===== config.mk =====
export PLATFORM = sky130hd
export DESIGN_NAME = gfmul191
export DESIGN_NICKNAME = d
export VERILOG_FILES = /design/src/rtl/gfmul_pkg.sv /design/src/rtl/gfmul_square.sv /design/src/rtl/gfmul_datapath.sv /design/src/rtl/gfmul_ctrl.sv /design/src/rtl/gfmul191.sv
export SDC_FILE = /design/constraint.sdc
export NUM_CORES = 2
export LEC_CHECK = 0
export ABC_AREA = 1
export BUFFER_PORTS_ARGS = -buffer_cell sky130_fd_sc_hd__clkbuf_2
export CAP_MARGIN = 15
export CORE_MARGIN = 1.5
export CORE_UTILIZATION = 32
export CTS_CLUSTER_DIAMETER = 150
export DETAILED_ROUTE_END_ITERATION = 6
export SYNTH_ARGS = -nofsm -noshare
export SYNTH_HDL_FRONTEND = slang
export SYNTH_SLANG_ARGS = --single-unit

===== constraint.sdc =====
create_clock -name clk -period 1.8 [get_ports clk]
set_input_delay 0.27 -clock clk [delete_from_list [all_inputs] [get_ports clk]]
set_output_delay 0.27 -clock clk [all_outputs]
set_load 0.05 [all_outputs]

===== src/rtl/gfmul_pkg.sv =====
package gfmul_pkg;

  localparam int FIELD_M = 191;
  localparam int POLY_TAP = 9;

  typedef enum logic [1:0] {
    ST_IDLE,
    ST_RUN,
    ST_FIN
  } ctrlState_e;

  typedef struct packed {
    logic load;
    logic step;
    logic finishMul;
    logic finishSq;
  } dpStrobes_t;

  // Interleave zeros: coefficient i moves to position 2i.
  function automatic logic [2*FIELD_M-2:0] spreadBits(input logic [FIELD_M-1:0] a);
    logic [2*FIELD_M-2:0] e;
    e = '0;
    for (int i = 0; i < FIELD_M; i++) begin
      e[2*i] = a[i];
    end
    return e;
  endfunction

  // Fold every term of degree >= FIELD_M back, from the top down.
  function automatic logic [FIELD_M-1:0] foldWide(input logic [2*FIELD_M-2:0] wide);
    logic [2*FIELD_M-2:0] v;
    v = wide;
    for (int k = 2*FIELD_M-2; k >= FIELD_M; k--) begin
      if (v[k]) begin
        v[k] = 1'b0;
        v[k-FIELD_M] = ~v[k-FIELD_M];
        v[k-FIELD_M+POLY_TAP] = ~v[k-FIELD_M+POLY_TAP];
      end
    end
    return v[FIELD_M-1:0];
  endfunction

endpackage


===== src/rtl/gfmul_square.sv =====
module gfmul_square
  import gfmul_pkg::*;
(
  input  logic [FIELD_M-1:0] sqIn,
  output logic [FIELD_M-1:0] sqOut
);

  logic [2*FIELD_M-2:0] expanded;

  always_comb begin
    expanded = spreadBits(sqIn);
    sqOut    = foldWide(expanded);
  end

endmodule


===== src/rtl/gfmul_datapath.sv =====
module gfmul_datapath
  import gfmul_pkg::*;
#(
  parameter int DIGIT_W = 8,
  parameter int NUM_DIGITS = (FIELD_M + DIGIT_W - 1) / DIGIT_W
) (
  input  logic               clk,
  input  logic               rstN,
  input  dpStrobes_t         strobes,
  input  logic [FIELD_M-1:0] aIn,
  input  logic [FIELD_M-1:0] bIn,
  input  logic [FIELD_M-1:0] sqIn,
  output logic [FIELD_M-1:0] resultOut
);

  localparam int PAD_W = NUM_DIGITS * DIGIT_W;
  localparam int EXT_W = FIELD_M + DIGIT_W;

  logic [FIELD_M-1:0] aReg;
  logic [PAD_W-1:0]   bReg;
  logic [FIELD_M-1:0] acc;
  logic [FIELD_M-1:0] resReg;

  logic [DIGIT_W-1:0] digit;
  logic [EXT_W-1:0]   ppTerm [DIGIT_W];
  logic [EXT_W-1:0]   ppSum;
  logic [EXT_W-1:0]   stepSum;
  logic [DIGIT_W-1:0] overflow;
  logic [FIELD_M-1:0] overflowExt;
  logic [FIELD_M-1:0] accNext;

  assign digit = bReg[PAD_W-1 -: DIGIT_W];

  // One AND row per digit bit, each offset by its bit weight.
  for (genvar j = 0; j < DIGIT_W; j++) begin : g_pp
    assign ppTerm[j] = digit[j] ? ({{DIGIT_W{1'b0}}, aReg} << j) : '0;
  end

  always_comb begin
    ppSum = '0;
    for (int j = 0; j < DIGIT_W; j++) begin
      ppSum = ppSum ^ ppTerm[j];
    end
  end

  // Align the running value by one digit, add, then fold the spill once.
  always_comb begin
    stepSum     = {acc, {DIGIT_W{1'b0}}} ^ ppSum;
    overflow    = stepSum[EXT_W-1:FIELD_M];
    overflowExt = {{(FIELD_M-DIGIT_W){1'b0}}, overflow};
    accNext     = stepSum[FIELD_M-1:0] ^ overflowExt ^ (overflowExt << POLY_TAP);
  end

  always_ff @(posedge clk or negedge rstN) begin
    if (!rstN) begin
      aReg   <= '0;
      bReg   <= '0;
      acc    <= '0;
      resReg <= '0;
    end else begin
      if (strobes.load) begin
        aReg <= aIn;
        bReg <= {{(PAD_W-FIELD_M){1'b0}}, bIn};
        acc  <= '0;
      end else if (strobes.step) begin
        bReg <= bReg << DIGIT_W;
        acc  <= accNext;
      end
      if (strobes.finishMul) begin
        resReg <= acc;
      end else if (strobes.finishSq) begin
        resReg <= sqIn;
      end
    end
  end

  assign resultOut = resReg;

  // a fresh multiply starts from an empty accumulator
  p_acc_clear_r1: assert property (@(posedge clk) disable iff (!rstN)
    strobes.load |=> (acc == '0));

  // operand register is untouched while digits are being consumed
  p_a_hold_r5: assert property (@(posedge clk) disable iff (!rstN)
    strobes.step |=> $stable(aReg));

endmodule


===== src/rtl/gfmul_ctrl.sv =====
module gfmul_ctrl
  import gfmul_pkg::*;
#(
  parameter int NUM_DIGITS = 24
) (
  input  logic       clk,
  input  logic       rstN,
  input  logic       start,
  input  logic       opSquare,
  output dpStrobes_t strobes,
  output logic       busy,
  output logic       done
);

  localparam int CNT_W = $clog2(NUM_DIGITS + 1);
  localparam logic [CNT_W-1:0] LAST_DIGIT = CNT_W'(NUM_DIGITS - 1);

  ctrlState_e state, stateNext;
  logic [CNT_W-1:0] cnt;
  logic doneReg;

  always_comb begin
    strobes   = '0;
    stateNext = state;
    unique case (state)
      ST_IDLE: begin
        if (start) begin
          if (opSquare) begin
            strobes.finishSq = 1'b1;
          end else begin
            strobes.load = 1'b1;
            stateNext    = ST_RUN;
          end
        end
      end
      ST_RUN: begin
        strobes.step = 1'b1;
        if (cnt == LAST_DIGIT) stateNext = ST_FIN;
      end
      ST_FIN: begin
        strobes.finishMul = 1'b1;
        stateNext         = ST_IDLE;
      end
      default: stateNext = ST_IDLE;
    endcase
  end

  always_ff @(posedge clk or negedge rstN) begin
    if (!rstN) begin
      state   <= ST_IDLE;
      cnt     <= '0;
      doneReg <= 1'b0;
    end else begin
      state   <= stateNext;
      doneReg <= strobes.finishMul | strobes.finishSq;
      if (strobes.load) cnt <= '0;
      else if (strobes.step) cnt <= cnt + 1'b1;
    end
  end

  assign busy = (state != ST_IDLE);
  assign done = doneReg;

  // digit counter never runs past the last digit
  p_cnt_range_r2: assert property (@(posedge clk) disable iff (!rstN)
    (state == ST_RUN) |-> (cnt < CNT_W'(NUM_DIGITS)));

  // an accepted multiply goes busy without an early done
  p_mul_busy_r2: assert property (@(posedge clk) disable iff (!rstN)
    (start && !busy && !opSquare) |=> (busy && !done));

  // square completes after one edge without going busy
  p_sq_fast_r3: assert property (@(posedge clk) disable iff (!rstN)
    (start && !busy && opSquare) |=> (done && !busy));

  // busy drops exactly when done rises
  p_busy_done_r4: assert property (@(posedge clk) disable iff (!rstN)
    $fell(busy) |-> done);

  // done is never seen during a run
  p_done_idle_r4: assert property (@(posedge clk) disable iff (!rstN)
    done |-> !busy);

  // a request while busy does not abort the run
  p_no_restart_r5: assert property (@(posedge clk) disable iff (!rstN)
    (busy && start && (state == ST_RUN)) |=> busy);

endmodule


===== src/rtl/gfmul191.sv =====
module gfmul191
  import gfmul_pkg::*;
#(
  parameter int DIGIT_W = 8
) (
  input  logic         clk,
  input  logic         rstN,
  input  logic         start,
  input  logic         opSquare,
  input  logic [190:0] opA,
  input  logic [190:0] opB,
  output logic         busy,
  output logic         done,
  output logic [190:0] product
);

  localparam int NUM_DIGITS = (FIELD_M + DIGIT_W - 1) / DIGIT_W;

  dpStrobes_t strobes;
  logic [FIELD_M-1:0] sqVal;

  gfmul_ctrl #(.NUM_DIGITS(NUM_DIGITS)) u_ctrl (
    .clk      (clk),
    .rstN     (rstN),
    .start    (start),
    .opSquare (opSquare),
    .strobes  (strobes),
    .busy     (busy),
    .done     (done)
  );

  gfmul_square u_sq (
    .sqIn  (opA),
    .sqOut (sqVal)
  );

  gfmul_datapath #(.DIGIT_W(DIGIT_W), .NUM_DIGITS(NUM_DIGITS)) u_dp (
    .clk       (clk),
    .rstN      (rstN),
    .strobes   (strobes),
    .aIn       (opA),
    .bIn       (opB),
    .sqIn      (sqVal),
    .resultOut (product)
  );

  // while reset is held, the outputs sit at zero
  always_comb begin
    if (rstN === 1'b0) begin
      p_reset_quiet_r6: assert (!busy && !done && (product == '0));
    end
  end

endmodule


==> run_results.csv <==
group,metric,value,unit
timing,maxSlewViolCount,0,
die,io_pins,579,
drt,via_count,56268,
grt,grt_use_met3,3.50,%
power_and_ir_drop,leakage,0.0362,uW
grt,grt_overflow,0,
drt,drcViolationCount,0,
grt,use_met2,39.8,%
drt,wl_per_cell,20.4,um
logic_synthesis,syn_nets,8347,
final_layout,multi_input_area,35800,sq um
critical_path,cp_max_fo,36,
critical_path,arrival,2.56,ns
drt,vias_per_cell,4.94,
timing,setup_viol,294,
logic_synthesis,synth.distinct_cells,34,
logic_synthesis,async_flop_share,100,%
job,cap_violations,0,
final_layout,register_area,19400,sq um
clock_tree,numCtsBuffers,94,
die,die-area,188000,sq um
timing,clock.fmax,510,MHz
die,die_h,433,um
placed_design,io_buffer_count,578,
final_layout,areaGrowthSynthToFinish,28.5,%
timing,fin_crit_sh,109,%
power_and_ir_drop,powerDensity,2190,nW/um^2
timing,worst_pin_slew,0.788,ns
critical_path,r2r_setup_slack,-0.16,ns
logic_synthesis,synthCells,7960,
worst_hold_path,worstHoldPathType,"primary input to async pin",
placed_design,hpwl,165000,um
placed_design,postPlaceCellArea,66600,sq um
clock_tree,clockBufferDepth,3,
critical_path,critical_path_buf_inv_count,1,
critical_path,crit_path_start_kind,"register",
logic_synthesis,syn_area,59300,sq um
grt,antenna_found_initial,18,
die,start_util,32.3,%
grt,globalRouteMet1Util,28.5,%
critical_path,crit_type,"register to register",
final_layout,fin_nets,9224,
drt,ant_nets,0,
power_and_ir_drop,peakVddDrop,0.00103,V
clock_tree,h-tree-depth,3,
timing,hold-worst-slack,0.0535,ns
die,core,183000,sq um
timing,rsz0062_at_grt,"true",
timing,fin_skew,0.0520,ns
clock_tree,root_buffer,"clkbuf_16",
drt,first_iter_violations,4593,
logic_synthesis,seq_area_frac_synth,32.6,%
placed_design,dp_slack,-0.192,ns
critical_path,critPathTopFamily,"flip-flops",
logic_synthesis,synth_top_area_share,32.6,%
critical_path,crit_chain,"buf_12, nand2_2, xnor2_1, xor2_1, nand2_1, nand2_1, nand2_1, nand3_1, nand2_1",
timing,setup_ws,-0.161,ns
logic_synthesis,synth_seq_cells,773,
grt,track_usage,23.9,%
logic_synthesis,synth_ff_type,"dfrtp_1",
clock_tree,tritoncts,"built",
logic_synthesis,yosysTopAreaCell,"dfrtp_1",
timing,relSlewSlack,47.5,%
critical_path,max_stage_delay,0.53,ns
logic_synthesis,synth_edf_count,0,
status,status,"finished with violations",
clock_tree,clock_sinks,773,
final_layout,fill_cells,18201,
timing,period_minus_slack,1.96,ns
critical_path,crit_path_frequent_cell,"nand2_1",
logic_synthesis,syn_area_per_cell,7.45,sq um
die,die_x,433,um
critical_path,endpoint_kind,"register",
logic_synthesis,synth_area_leaders,"dfrtp_1 33%, nand2_1 22%, xnor2_1 11%, xnor2_2 7.7%, xor2_1 5.3%",
critical_path,required,2.40,ns
logic_synthesis,yosys_warnings,0,
grt,grt.busiest_layer,"met2",
drt,firstDrtPassIters,6,
status,violations,"negative setup slack",
final_layout,drive_gt1_share,19.5,%
critical_path,slowest_stage,"dfrtp_4",
grt,grt_pass1_vias,55393,
drt,wirelength,232000,um
grt,grt_start_max_net_pins,120,
placed_design,gp_congestion,0.914,
die,rows,157,
grt,grt_pass1_wl,342000,um
clock_tree,insertion_delay,0.76,ns
timing,finalHoldViolCount,0,
clock_tree,path_clk_slew,0.07,ns
final_layout,finalInstanceArea,76200,sq um
## through the flow
step	setup TNS, ns	utilization, %	cells	total power (uW)
3_3_place_gp	-5.57	36.3	10761	136000
6_report	-13.64	41.5	11393	167000
3_5_place_dp	-11.57	36.3	10761	139000
4_1_cts	-16.26	40.9	11361	164000
5_1_grt	-61.17	41.5	11392	179000
2_1_floorplan	0	-	7960	110000
## flip-flops by register name (all words and copies together) (netlist names)
| register | flops |
|---|---|
| u_dp.resultOut | 191 |
| u_ctrl.done | 1 |
| u_dp.bReg | 192 |
| u_ctrl.state | 2 |
| u_dp.aReg | 191 |
| u_dp.acc | 191 |
| u_ctrl.cnt | 5 |
## report_power, final
part	switching (uW)	internal [uW]	leakage, uW
sequential	11800	26300	0.00945
combinational	63200	44200	0.0251
clock	8950	12300	0.00165
## layout make-up
cell class	count	share of cell area, %
antenna	10	0.0329
inverter	675	3.39
sequential	773	25.4
multi-input combinational	5940	47.0
timing repair buffer	1353	15.6
clock buffer	119	3.45
clock inverter	59	1.08
tap	2464	4.05
## cell families (layout without fill, tap and decap cells)
logic type      Yosys count  count (layout)  synth area share, %
flops                   773             773                 32.6
fa+ha+maj                 1               1               0.0211
buf+inv                1247            2206                 8.92
simple gates           4072            4072                 28.1
compound gates          485             485                 6.39
other cells               0              10                    0
mux                       1               1               0.0169
xor+xnor               1381            1381                 23.9
## Yosys cell counts (2+ instances only)
| library cell | number |
|---|---|
| o221ai_1 | 260 |
| nand2_1 | 3403 |
| a22oi_1 | 5 |
| buf_6 | 14 |
| inv_1 | 668 |
| or2_2 | 2 |
| nand2b_1 | 3 |
| buf_8 | 9 |
| clkbuf_1 | 169 |
| xor2_1 | 362 |
| nand3b_1 | 175 |
| o21ai_0 | 105 |
| xnor2_1 | 739 |
| nand3_1 | 266 |
| o22ai_1 | 3 |
| inv_2 | 7 |
| a221oi_1 | 69 |
| nor2_2 | 3 |
| buf_1 | 138 |
| o211ai_1 | 40 |
| dfrtp_1 | 773 |
| buf_4 | 32 |
| xnor2_2 | 280 |
| buf_2 | 209 |
| nor2_1 | 79 |
| nand2_2 | 139 |
## cells in the final DEF (no fill, tap or decap), types with 10 or more instances in the layout
master	Yosys	layout
nand2_2	139	175
o21ai_0	105	105
buf_16	0	15
clkinvlp_4	0	13
clkbuf_2	0	568
nand2_4	0	11
xor2_1	362	353
bufinv_16	0	12
dfrtp_1	773	758
diode_2	0	10
nand3_2	0	27
xnor2_1	739	668
clkbuf_8	0	21
o211ai_1	40	40
clkinv_2	0	16
o221ai_1	260	260
nand3b_1	175	175
buf_6	14	19
a221oi_1	69	65
buf_12	1	117
inv_1	668	664
buf_4	32	209
clkbuf_16	0	104
xnor2_4	0	12
nor2_1	79	75
nand3_1	266	238
xnor2_2	280	339
dlygate4sd3_1	0	399
nand2_1	3403	3355
## what timing repair did
item | in CTS | in global routing
pin swaps | 114 | 159
endpoints found under the setup margin | 367 | 624
hold buffers | 399 | 0
buffers inserted | 14 | 12
gates cloned | 9 | 12
gates resized for setup | 125 | 145
hold endpoints to repair | 845 | 0
## final timing paths
| kind | from | to | cells after the start |
|---|---|---|---|
| hold reg to reg | u_dp.acc[10] | u_dp.acc[10] | 2 |
| max in group asynchronous | rstN | u_dp.resultOut[93] | 4 |
| setup / recovery | u_dp.bReg[185] | u_dp.acc[172] | 9 |
| min in group clk | opB[133] | u_dp.bReg[133] | 4 |
| setup reg to reg | u_dp.bReg[185] | u_dp.acc[172] | 9 |
| hold / removal | rstN | u_dp.aReg[22] | 2 |
## routing by layer
| layer | vias up | part of all wire, % |
|---|---|---|
| met2 | 2091 | 47 |
| met4 | 14 | 7.7 |
| li1 | 26330 | - |
| met1 | 27230 | 39 |
| met3 | 603 | 6.1 |
| met5 | - | 0.040 |
## worst register-to-register path, stage by stage (launching register included)
cell and delay (ns):
dfrtp_4 0.53, buf_12 0.28, nand2_2 0.15, xnor2_1 0.28, xor2_1 0.18, nand2_1 0.09
nand2_1 0.07, nand2_1 0.05, nand3_1 0.12, nand2_1 0.08
Note: power is estimated with default switching activity, not from simulation.
